==> config.mk <==
export PLATFORM = sky130hd
export DESIGN_NAME = addr_window_decoder
export DESIGN_NICKNAME = d
export VERILOG_FILES = /design/src/rtl/awd_pkg.sv /design/src/rtl/awd_reg_map.sv /design/src/rtl/awd_window.sv /design/src/rtl/awd_select.sv /design/src/rtl/addr_window_decoder.sv
export SDC_FILE = /design/constraint.sdc
export NUM_CORES = 2
export LEC_CHECK = 0
export BUFFER_PORTS_ARGS = -buffer_cell sky130_fd_sc_hd__buf_4
export CORE_MARGIN = 2
export CORE_UTILIZATION = 66
export DETAILED_ROUTE_END_ITERATION = 16
export PLACE_DENSITY = 0.83
export SETUP_SLACK_MARGIN = 0.02
export SLEW_MARGIN = 20
export SYNTH_ARGS = -nofsm -noshare
export SYNTH_HDL_FRONTEND = slang
export SYNTH_HIERARCHICAL = 1
export SYNTH_SLANG_ARGS = --single-unit
==> constraint.sdc <==
create_clock -name clk -period 24.1 [get_ports clk]
set_input_delay 3.615 -clock clk [delete_from_list [all_inputs] [get_ports clk]]
set_output_delay 3.615 -clock clk [all_outputs]
set_load 0.02 [all_outputs]
==> src/rtl/awd_pkg.sv <==
package awd_pkg;
  // Word selector inside one window's register slot.
  typedef enum logic [1:0] {
    WORD_CTRL = 2'd0,
    WORD_BASE = 2'd1,
    WORD_RLO  = 2'd2,
    WORD_RHI  = 2'd3
  } awd_word_e;

  localparam int GRAN_SHIFT = 16;  // 64 KiB granule
  localparam int TGT_W      = 4;
  localparam int ATTR_W     = 8;
endpackage

==> src/rtl/awd_reg_map.sv <==
// Translates a register byte offset into (window, word), honouring the
// four-word low slots, the reserved gap and the two-word high slots.
module awd_reg_map
  import awd_pkg::*;
#(
  parameter int NUM_WIN = 20,
  parameter int LOW_WIN = 8,
  parameter int REG_AW  = 8,
  localparam int WIN_W  = $clog2(NUM_WIN)
) (
  input  logic [REG_AW-1:0] off,
  output logic              map_valid,
  output logic [WIN_W-1:0]  map_win,
  output awd_word_e         map_word
);
  localparam logic [REG_AW:0] LOW_END    = (REG_AW+1)'(LOW_WIN * 16);
  localparam logic [REG_AW:0] HIGH_START = (REG_AW+1)'(LOW_WIN * 16 + 16);
  localparam logic [REG_AW:0] HIGH_END   = (REG_AW+1)'(LOW_WIN * 16 + 16 + (NUM_WIN - LOW_WIN) * 8);

  logic [REG_AW:0] off_x;
  logic [REG_AW:0] high_rel;

  assign off_x    = {1'b0, off};
  assign high_rel = off_x - HIGH_START;

  always_comb begin
    map_valid = 1'b0;
    map_win   = '0;
    map_word  = WORD_CTRL;
    if (off_x < LOW_END) begin
      map_valid = 1'b1;
      map_win   = WIN_W'(off_x >> 4);
      map_word  = awd_word_e'(off[3:2]);
    end else if (off_x >= HIGH_START && off_x < HIGH_END) begin
      map_valid = 1'b1;
      map_win   = WIN_W'(LOW_WIN) + WIN_W'(high_rel >> 3);
      map_word  = awd_word_e'({1'b0, high_rel[2]});
    end
  end
endmodule

==> src/rtl/awd_window.sv <==
// One address window: its registers, its match test and its outgoing address.
module awd_window
  import awd_pkg::*;
#(
  parameter int  HI_W  = 4,
  parameter bit  REMAP = 1'b1,
  localparam int ADDR_W = 32 + HI_W
) (
  input  logic              clk,
  input  logic              rst,
  input  logic              wr_en,
  input  awd_word_e         wr_word,
  input  logic [31:0]       wr_data,
  input  awd_word_e         rd_word,
  output logic [31:0]       rd_data,
  input  logic [ADDR_W-1:0] look_addr,
  output logic              hit,
  output logic [TGT_W-1:0]  target,
  output logic [ATTR_W-1:0] attr,
  output logic [ADDR_W-1:0] xlat_addr
);
  logic [31:0]     ctrl_q;
  logic [15:0]     base_lo_q;
  logic [HI_W-1:0] base_hi_q;
  logic [15:0]     rlo_q;
  logic [HI_W-1:0] rhi_q;
  logic [15:0]     size_mask;

  always_ff @(posedge clk) begin
    if (rst) begin
      ctrl_q    <= '0;
      base_lo_q <= '0;
      base_hi_q <= '0;
    end else if (wr_en) begin
      case (wr_word)
        WORD_CTRL: ctrl_q <= wr_data;
        WORD_BASE: begin
          base_lo_q <= wr_data[31:16];
          base_hi_q <= wr_data[HI_W-1:0];
        end
        default: ;
      endcase
    end
  end

  generate
    if (REMAP) begin : g_remap
      always_ff @(posedge clk) begin
        if (rst) begin
          rlo_q <= '0;
          rhi_q <= '0;
        end else if (wr_en && wr_word == WORD_RLO) begin
          rlo_q <= wr_data[31:16];
        end else if (wr_en && wr_word == WORD_RHI) begin
          rhi_q <= wr_data[HI_W-1:0];
        end
      end
    end else begin : g_plain
      assign rlo_q = '0;
      assign rhi_q = '0;
    end
  endgenerate

  assign size_mask = ctrl_q[31:16];
  assign target    = ctrl_q[7:4];
  assign attr      = ctrl_q[15:8];
  assign hit       = ctrl_q[0]
                   && (((look_addr[31:16] ^ base_lo_q) & ~size_mask) == 16'h0)
                   && (look_addr[ADDR_W-1:32] == base_hi_q);

  generate
    if (REMAP) begin : g_xlat
      assign xlat_addr = {rhi_q, (rlo_q & ~size_mask) | (look_addr[31:16] & size_mask),
                          look_addr[15:0]};
    end else begin : g_pass
      assign xlat_addr = look_addr;
    end
  endgenerate

  always_comb begin
    case (rd_word)
      WORD_CTRL: rd_data = ctrl_q;
      WORD_BASE: rd_data = {base_lo_q, {(16-HI_W){1'b0}}, base_hi_q};
      WORD_RLO:  rd_data = {rlo_q, 16'h0};
      default:   rd_data = {{(32-HI_W){1'b0}}, rhi_q};
    endcase
  end
endmodule

==> src/rtl/awd_select.sv <==
// Lowest-index priority among matching windows, plus multi-match detection.
module awd_select #(
  parameter int  NUM_WIN = 20,
  localparam int WIN_W   = $clog2(NUM_WIN)
) (
  input  logic               clk,
  input  logic               rst,
  input  logic [NUM_WIN-1:0] hits,
  output logic               any_hit,
  output logic               multi_hit,
  output logic [WIN_W-1:0]   win_idx,
  output logic [NUM_WIN-1:0] grant
);
  always_comb begin
    win_idx = '0;
    for (int i = NUM_WIN - 1; i >= 0; i--) begin
      if (hits[i]) win_idx = WIN_W'(i);
    end
  end

  always_comb begin
    grant = '0;
    for (int i = 0; i < NUM_WIN; i++) begin
      if (hits[i] && ((hits & ((NUM_WIN)'(1) << i) - 1'b1) == '0) == 1'b1) grant[i] = 1'b1;
    end
  end

  assign any_hit   = |hits;
  assign multi_hit = (hits & (hits - 1'b1)) != '0;

  // at most one window is granted, and only a matching one
  a_r6_grant_onehot: assert property (@(posedge clk) disable iff (rst) $onehot0(grant));
  a_r6_grant_in_hits: assert property (@(posedge clk) disable iff (rst)
    (grant & ~hits) == '0);
  a_r6_grant_when_any: assert property (@(posedge clk) disable iff (rst)
    any_hit |-> (grant != '0));
endmodule

==> src/rtl/addr_window_decoder.sv <==
module addr_window_decoder
  import awd_pkg::*;
#(
  parameter int  NUM_WIN   = 20,
  parameter int  NUM_REMAP = 8,
  parameter int  LOW_WIN   = 8,
  parameter int  HI_W      = 4,
  parameter int  REG_AW    = 8,
  localparam int WIN_W     = $clog2(NUM_WIN),
  localparam int ADDR_W    = 32 + HI_W
) (
  input  logic              clk,
  input  logic              rst,
  input  logic              reg_we,
  input  logic              reg_re,
  input  logic [REG_AW-1:0] reg_addr,
  input  logic [31:0]       reg_wdata,
  output logic [31:0]       reg_rdata,
  input  logic              req_valid,
  input  logic [ADDR_W-1:0] req_addr,
  output logic              dec_valid,
  output logic              dec_hit,
  output logic              dec_miss,
  output logic              dec_multi,
  output logic [WIN_W-1:0]  dec_win,
  output logic [TGT_W-1:0]  dec_target,
  output logic [ATTR_W-1:0] dec_attr,
  output logic [ADDR_W-1:0] dec_addr
);
  localparam logic [WIN_W-1:0] REMAP_LIM = WIN_W'(NUM_REMAP);

  logic              map_valid;
  logic [WIN_W-1:0]  map_win;
  awd_word_e         map_word;

  logic [31:0]       rd_arr   [NUM_WIN];
  logic [TGT_W-1:0]  tgt_arr  [NUM_WIN];
  logic [ATTR_W-1:0] attr_arr [NUM_WIN];
  logic [ADDR_W-1:0] xlat_arr [NUM_WIN];
  logic [NUM_WIN-1:0] hits;
  logic [NUM_WIN-1:0] grant;
  logic              any_hit;
  logic              multi_hit;
  logic [WIN_W-1:0]  win_idx;

  awd_reg_map #(.NUM_WIN(NUM_WIN), .LOW_WIN(LOW_WIN), .REG_AW(REG_AW)) u_map (
    .off(reg_addr), .map_valid(map_valid), .map_win(map_win), .map_word(map_word)
  );

  generate
    for (genvar w = 0; w < NUM_WIN; w++) begin : g_win
      awd_window #(.HI_W(HI_W), .REMAP(w < NUM_REMAP)) u_win (
        .clk(clk),
        .rst(rst),
        .wr_en(reg_we && map_valid && (map_win == WIN_W'(w))),
        .wr_word(map_word),
        .wr_data(reg_wdata),
        .rd_word(map_word),
        .rd_data(rd_arr[w]),
        .look_addr(req_addr),
        .hit(hits[w]),
        .target(tgt_arr[w]),
        .attr(attr_arr[w]),
        .xlat_addr(xlat_arr[w])
      );
    end
  endgenerate

  awd_select #(.NUM_WIN(NUM_WIN)) u_sel (
    .clk(clk), .rst(rst), .hits(hits), .any_hit(any_hit),
    .multi_hit(multi_hit), .win_idx(win_idx), .grant(grant)
  );

  // Register read port
  always_ff @(posedge clk) begin
    if (rst) begin
      reg_rdata <= '0;
    end else if (reg_re) begin
      reg_rdata <= map_valid ? rd_arr[map_win] : 32'h0;
    end
  end

  // Registered decode result
  always_ff @(posedge clk) begin
    if (rst) begin
      dec_valid  <= 1'b0;
      dec_hit    <= 1'b0;
      dec_miss   <= 1'b0;
      dec_multi  <= 1'b0;
      dec_win    <= '0;
      dec_target <= '0;
      dec_attr   <= '0;
      dec_addr   <= '0;
    end else begin
      dec_valid  <= req_valid;
      dec_hit    <= req_valid && any_hit;
      dec_miss   <= req_valid && !any_hit;
      dec_multi  <= req_valid && multi_hit;
      dec_win    <= any_hit ? win_idx : '0;
      dec_target <= any_hit ? tgt_arr[win_idx] : '0;
      dec_attr   <= any_hit ? attr_arr[win_idx] : '0;
      dec_addr   <= any_hit ? xlat_arr[win_idx] : req_addr;
    end
  end

  // one-cycle decode latency
  a_r12_valid_follows: assert property (@(posedge clk) disable iff (rst)
    req_valid |=> dec_valid);
  // hit and decode error never together
  a_r7_hit_miss_excl: assert property (@(posedge clk) disable iff (rst)
    !(dec_hit && dec_miss));
  // a miss reports null target and attribute
  a_r7_miss_null: assert property (@(posedge clk) disable iff (rst)
    dec_miss |-> (dec_target == '0 && dec_attr == '0 && dec_win == '0));
  // multi-hit implies a hit
  a_r6_multi_hit: assert property (@(posedge clk) disable iff (rst)
    dec_multi |-> dec_hit);
  // non-translating winners pass the address through
  a_r9_passthrough: assert property (@(posedge clk) disable iff (rst)
    (req_valid && any_hit && win_idx >= REMAP_LIM) |=> dec_addr == $past(req_addr));
  // unmapped offsets read as zero
  a_r11_gap_zero: assert property (@(posedge clk) disable iff (rst)
    (reg_re && !map_valid) |=> reg_rdata == 32'h0);
endmodule

# Yosys cells after proc, flatten, opt, wreduce, memory -nomap -nowiden
# Cells that the tools add are included.
# W data, S select, Z words.
[classes] bitwise=96 eq_ne=42 order_cmp=5 n_reduce_logical=155 n_mux=60 addsub=3
[ops] operator="$pmux W32 S2" count=12
[ops] operator="$pmux W32 S3" count=8
[ops] operator="$and A16 B16 Y16" count=36
[ops] operator="$logic_not A16 Y1" count=20
[ops] operator="$not A16 Y16" count=20
[ops] operator="$xor A16 B16 Y16" count=20
[ops] operator="$bmux W36 S5" count=1
[ops] operator="$bmux W32 S5" count=1
[ops] operator="$or A16 B16 Y16" count=8
[ops] operator="$mux W5" count=22
[ops] operator="$mux W36" count=3
[ops] operator="$mux W32" count=3
[ops] operator="$reduce_and A2 Y1" count=48
[ops] operator="$logic_and A1 B1 Y1" count=81
[ops] operator="$eq A4 B4 Y1" count=20
[ops] operator="$bmux W8 S5" count=1
[ops] operator="$eq A5 B4 Y1 const B" count=8
[ops] operator="$and A20 B20 Y20" count=1
[ops] operator="$bmux W4 S5" count=1
[ops] operator="$eq A5 B3 Y1 const B" count=4
[ops] operator="$eq A5 B5 Y1 const B" count=4
[ops] operator="$reduce_bool A20 Y1" count=1
[ops] operator="$reduce_or A20 Y1" count=1
[ops] operator="$sub A20 B1 Y20 const B" count=1
[ops] operator="19 further kinds" count=36
[totals] output_inout_bits=89 reg_bits=1289 inputBits=81

# Longest topological paths before layout
[depth] word_depth=30 ltp_mapped=18 ltp_nobuf=13

# Hierarchy
# Netlist, hierarchy kept.
[by_module_without_submodules] mod="awd_window at g_win[10].u_win ..." area_each_um2=2817.7 instances=12 seq_area_each_um2=1041.0 cells_each=370
[by_module_without_submodules] mod="awd_window at g_win[0].u_win ..." area_each_um2=3677.3 instances=8 seq_area_each_um2=1441.4 cells_each=470
[by_module_without_submodules] mod="addr_window_decoder" area_each_um2=16533.4 instances=1 seq_area_each_um2=1781.7 cells_each=1522
[by_module_without_submodules] mod="awd_select" area_each_um2=599.3 instances=1 seq_area_each_um2=0.0 cells_each=90
[by_module_without_submodules] mod="awd_reg_map" area_each_um2=221.5 instances=1 seq_area_each_um2=0.0 cells_each=31

# Worst setup path after synthesis
# Ideal clock, no wire load.
[synth_path] kind="input to register" from="input port reg_addr[4]" to="register g_win[0].u_win.rhi_q[0]" required_ns=23.972 slack_ns=9.459 setup_time_ns=0.128 arrival_time_ns=14.513 cell_stages=8 path_buffers=0 cell_sequence="inv_1 > ha_1 > nand2b_2 > nand2_1 > a21boi_0 > nand3_1 > mux2i_1 > nor2_1"
[synth_between] elab_cells_between_ends=21 cone_classes="add/sub: 2; order compare: 3; eq/ne: 2; mux: 6; bitwise: 1; reduce/logical: 7"
[synth_rtl] item="start: declaration" line_no="addr_window_decoder.sv:16" text="input logic [REG_AW-1:0] reg_addr,"
[synth_rtl] item="$ge A8 B8 Y1 / $lt A8 B8 Y1 (equally long branches)" line_no="awd_reg_map.sv:34" text="end else if (off_x >= HIGH_START && off_x < HIGH_END) begin"
[synth_rtl] item="$logic_and A1 B1 Y1" line_no="awd_reg_map.sv:34"
[synth_rtl] item="$mux W1" line_no="awd_reg_map.sv:34"
[synth_rtl] item="$mux W2 (*)" line_no="awd_reg_map.sv:30" text="if (off_x < LOW_END) begin"
[synth_rtl] item="named net map_word[0]" line_no="addr_window_decoder.sv:34" text="awd_word_e map_word;"
[synth_rtl] item="$eq A2 B2 Y1" line_no="awd_window.sv:52" text="end else if (wr_en && wr_word == WORD_RLO) begin"
[synth_rtl] item="$logic_and A1 B1 Y1" line_no="awd_window.sv:52"
[synth_rtl] item="$not A1 Y1 (no source line)"
[synth_rtl] item="$reduce_and A2 Y1 (no source line) (*)"
[synth_rtl] item="end signal: assignment" line_no="awd_window.sv:55" text="rhi_q <= wr_data[HI_W-1:0];"
[synth_rtl] item="end: declaration" line_no="awd_window.sv:26" text="logic [HI_W-1:0] rhi_q;"
# Mark *: on every way through the listed nets, which the timed path passes. The rest lies on a longest branch.
# A chain may end at the register's enable or synchronous reset.

# Worst setup path in the final report
[layout_path] from="input port req_addr[30]" to="register dec_addr[35]"
[layout_between] elab_cells_between_ends=126 cone_classes="mux: 24; bitwise: 41; reduce/logical: 61"
[layout_rtl] item="start: declaration" line_no="addr_window_decoder.sv:20" text="input logic [ADDR_W-1:0] req_addr,"
[layout_rtl] item="$xor A16 B16 Y16" line_no="awd_window.sv:68" text="&& (((look_addr[31:16] ^ base_lo_q) & ~size_mask) == 16'h0)"
[layout_rtl] item="$and A16 B16 Y16" line_no="awd_window.sv:68"
[layout_rtl] item="$logic_not A16 Y1" line_no="awd_window.sv:68"
[layout_rtl] item="$logic_and A1 B1 Y1" line_no="awd_window.sv:68"
[layout_rtl] item="$logic_and A1 B1 Y1" line_no="awd_window.sv:69" text="&& (look_addr[ADDR_W-1:32] == base_hi_q);"
[layout_rtl] item="named net hits[2]" line_no="addr_window_decoder.sv:40" text="logic [NUM_WIN-1:0] hits;"
[layout_rtl] item="$mux W5 (3 in series)" line_no="awd_select.sv:17" text="if (hits[i]) win_idx = WIN_W'(i);"
[layout_rtl] item="named net win_idx[0]" line_no="addr_window_decoder.sv:44" text="logic [WIN_W-1:0] win_idx;"
[layout_rtl] item="$not A5 Y6 (implied by the code)" line_no="addr_window_decoder.sv:102" text="dec_addr <= any_hit ? xlat_arr[win_idx] : req_addr;"
[layout_rtl] item="$bmux W36 S5" line_no="addr_window_decoder.sv:102"
[layout_rtl] item="$mux W36 (implied by the code) (2 in series)" line_no="addr_window_decoder.sv:102"
[layout_rtl] item="$mux W36" line_no="addr_window_decoder.sv:102"
[layout_rtl] item="end signal: assignment" line_no="addr_window_decoder.sv:102"
[layout_rtl] item="end: declaration" line_no="addr_window_decoder.sv:28" text="output logic [ADDR_W-1:0] dec_addr"
# The timed path passes the listed nets, and every way through them passes these cells. The select of a mux whose other input is x is not followed.

==> summary.txt <==
Timing
  • Final Max Slew Viols: 0
  • RSZ-0062 raised after global routing: false
  • Tcrit/Tclk final: 0.409
  • Setup TNS: 0 ps
  • Worst setup margin: 14250 ps
  • Max transition margin: 0.103
  • Pin slew with the least headroom to its limit: 1350 ps
  • Worst Skew: 31.3 ps
  • Hold Violations, Final: 0
  • Max Fclk: 102 MHz
  • Final setup fails: 0
  • Fin crit period: 9850 ps

Logic synthesis
  • Cell Area, Synth: 80500 um2
  • Mapped Nets: 9906
  • YS warnings: 6
  • Avg Cell Area, Syn: 8.19 um2
  • Synth Instances: 9822

Power
  • Cell area power density: 60.9 nW/um2
  • Switch share: 0.270
  • Sw power: 1.32 mW
  • Worst IR Drop VDD: 0.0000576 V
  • LEAKAGE: 25.9 nW
  • Flop pwr share: 0.445
  • Clock share of power: 0.450
  • Total power: 4.87 mW
  • Comb pwr share: 0.105
  • Int Pwr: 3.55 mW

Route
  • ANT nets after route: 0
  • WL met2: 114000 um
  • Overall routed net length: 272000 um
  • DRC Markers: 0
  • DR WL met3: 40400 um
  • Met1 wire length: 95200 um
  • Starting DRC count in detailed routing: 12.0k
  • DR top layer: met5
  • Via/cell ratio: 6.76
  • Drt first pass iters: 7
  • Vias: 70.9k
  • WL per Instance: between 20 and 30 um

Setup path
  • Crit-path most repeated cell: buf_4
  • CP endpoint kind: flip-flop
  • CP top delay family: buffers and inverters
  • Critical Path AT: 10500 ps
  • CP Class: input pin to flip-flop
  • CP Max Fanout: 55
  • Slowest stage cell on the critical path: buf_4
  • CP max stage delay: roughly 850 ps
  • CP Launch Type: input pin
  • Required @ worst endpoint: 24760 ps
  • Buf+Inv Stages, Crit Path: 6
  • FF-to-FF setup slack: 17510 ps
  • Crit-path cells: buf_4 > buf_4 > xnor2_1 > o211ai_1 > nor4_1 > and4_1 > or2_2 > or4_1 > a21oi_1 > o21ai_0 > a21oi_4 > buf_4 > buf_4 > buf_4 > nor2b_4 > buf_4 > a22oi_1 > nand3_1 > a311oi_1

Finish
  • Multi-input combinational cell area: 45300 um2
  • Layout cells sized above 1: 0.129
  • Register area: 25800 um2
  • Nets: 8832
  • Layout area overhead: -0.638%
  • Final core occ: 0.659
  • Design Area, Final: 79900 um2
  • Fill cell total of the finished layout: between 9k and 10k

CTS
  • TritonCTS buffer count: 139
  • Clk sink count: 1289
  • Clock slew at reported path FFs: 60 ps
  • Setup Fix Bufs, Post-CTS: 0
  • CTS max path bufs: 3
  • CTS resizes: 0
  • Clock Root Buffer: clkbuf_16
  • H-tree level count: 4
  • Clk_lat worst skew: 800 ps
  • CTS tree: done
  • Hold_buf cts: 0

Floorplan
  • Core Area: 121000 um2
  • Chip height: 353 um
  • Starting Density: 0.663
  • Die width: 353 um
  • Site Rows: 128
  • Die Area: 125000 um2
  • Io pins: 170

Global routing
  • Largest net degree at the start of global routing: 247
  • Tot GR Track Use: 0.417
  • Grt total ovfl: 0
  • Antenna violations before repair: 14
  • Number of global-route vias before repair: 66.9k
  • First-pass GRT wire length: 403000 um

Placement
  • Place WS: roughly 14000 ps
  • Final HPWL DP: 168000 um
  • Area post-placement: 75300 um2
  • IO Port Bufs: 169
  • GP Congestion: 0.990

Status
  • Status: finished, final reports clean

Job
  • MaxCap Viol Count: 0

Min path
  • Hold Path Class: flip-flop to flip-flop
worst reg2reg max path, cell delays in order (launching register included):
cell	delay [ps]
dfxtp_1	340
xnor2_1	190
o22ai_1	120
nor4_1	380
and4_1	530
nor2b_1	80
or4_1	400
a21oi_1	120
o21ai_0	170
a21oi_4	220
buf_4	820
buf_4	860
buf_4	820
nor2b_4	330
buf_4	360
a22oi_1	250
nand3_1	110
a311oi_1	370
power groups by stage:
stage               Sequential [mW]  Combinational, mW  Clock (mW)
finish                         2.17              0.513        2.19
global route                   2.16              0.518        2.28
floorplan                      2.21              0.345           0
global placement               2.21              0.473           0
detailed placement             2.21              0.481           0
CTS                            2.16              0.482        2.19
state kept, by name, summed over array words and instances, names as in the netlist:
signal and flops:
dec_win 5, dec_attr 8, dec_addr 36, dec_valid 1
g_win.u_win/ctrl_q 640, g_win.u_win/rlo_q 128, g_win.u_win/base_hi_q 80, dec_target 4
reg_rdata 32, dec_multi 1, dec_miss 1, dec_hit 1
g_win.u_win/rhi_q 32, g_win.u_win/base_lo_q 320
layer usage:
metal	global-route usage	vias to the layer above
met1	0.521	33300
li1	-	30600
met5	0	-
met2	0.612	5645
met3	0.126	1291
met4	0.299	12
final timing paths:
check	cells past startpoint	startpoint	end
worst max-delay path	19	req_addr[30]	dec_addr[35]
worst min-delay path	2	g_win[11].u_win/ctrl_q[1]	g_win[11].u_win/ctrl_q[1]
worst max register to register	17	g_win[9].u_win/base_lo_q[15]	dec_addr[35]
worst min register to register	2	g_win[11].u_win/ctrl_q[1]	g_win[11].u_win/ctrl_q[1]
placed cells by master (no fill, tap or decap), types with 12 or more instances in the layout:
cell type  instances
a21boi_0          36
a21oi_1         1189
a221oi_2          30
a22o_1            32
a22oi_1           97
a22oi_2           39
a2bb2oi_1         12
a311oi_1          35
a31oi_1           32
and2_1           250
and3_1            32
and3b_1           22
and4_1            20
buf_4            254
clkbuf_1          31
clkbuf_16        140
clkbuf_8          27
clkinv_2          22
dfxtp_1         1289
mux2_2           252
mux2i_1          677
mux4_2           240
nand2_1         2550
nand2b_1          37
nand3_1           68
nand3b_1          22
nor2_1           429
nor3b_4           23
nor4_1            21
o211ai_1          53
o21ai_0          139
o21bai_1          13
o22ai_1          152
o31ai_1           12
or3b_2            12
xnor2_1          400
layout make-up:
cell class                      instances  share of cell area
Sequential cell                      1289               0.323
Clock inverter                         51             0.00757
Inverter                                9            0.000423
Tap cell                             1625              0.0254
Antenna cell                            6            0.000188
Multi-Input combinational cell       7038               0.566
Timing Repair Buffer                  271              0.0275
Clock buffer                          198              0.0499
stage by stage:
step | cells | hold WS [ps]
4_1_cts | 10500 | 454
3_3_place_gp | 10200 | 441
2_1_floorplan | 9822 | 436
3_5_place_dp | 10200 | 446
6_report | 10500 | 453
5_1_grt | 10500 | 471
(Power assumes the default switching activity.)
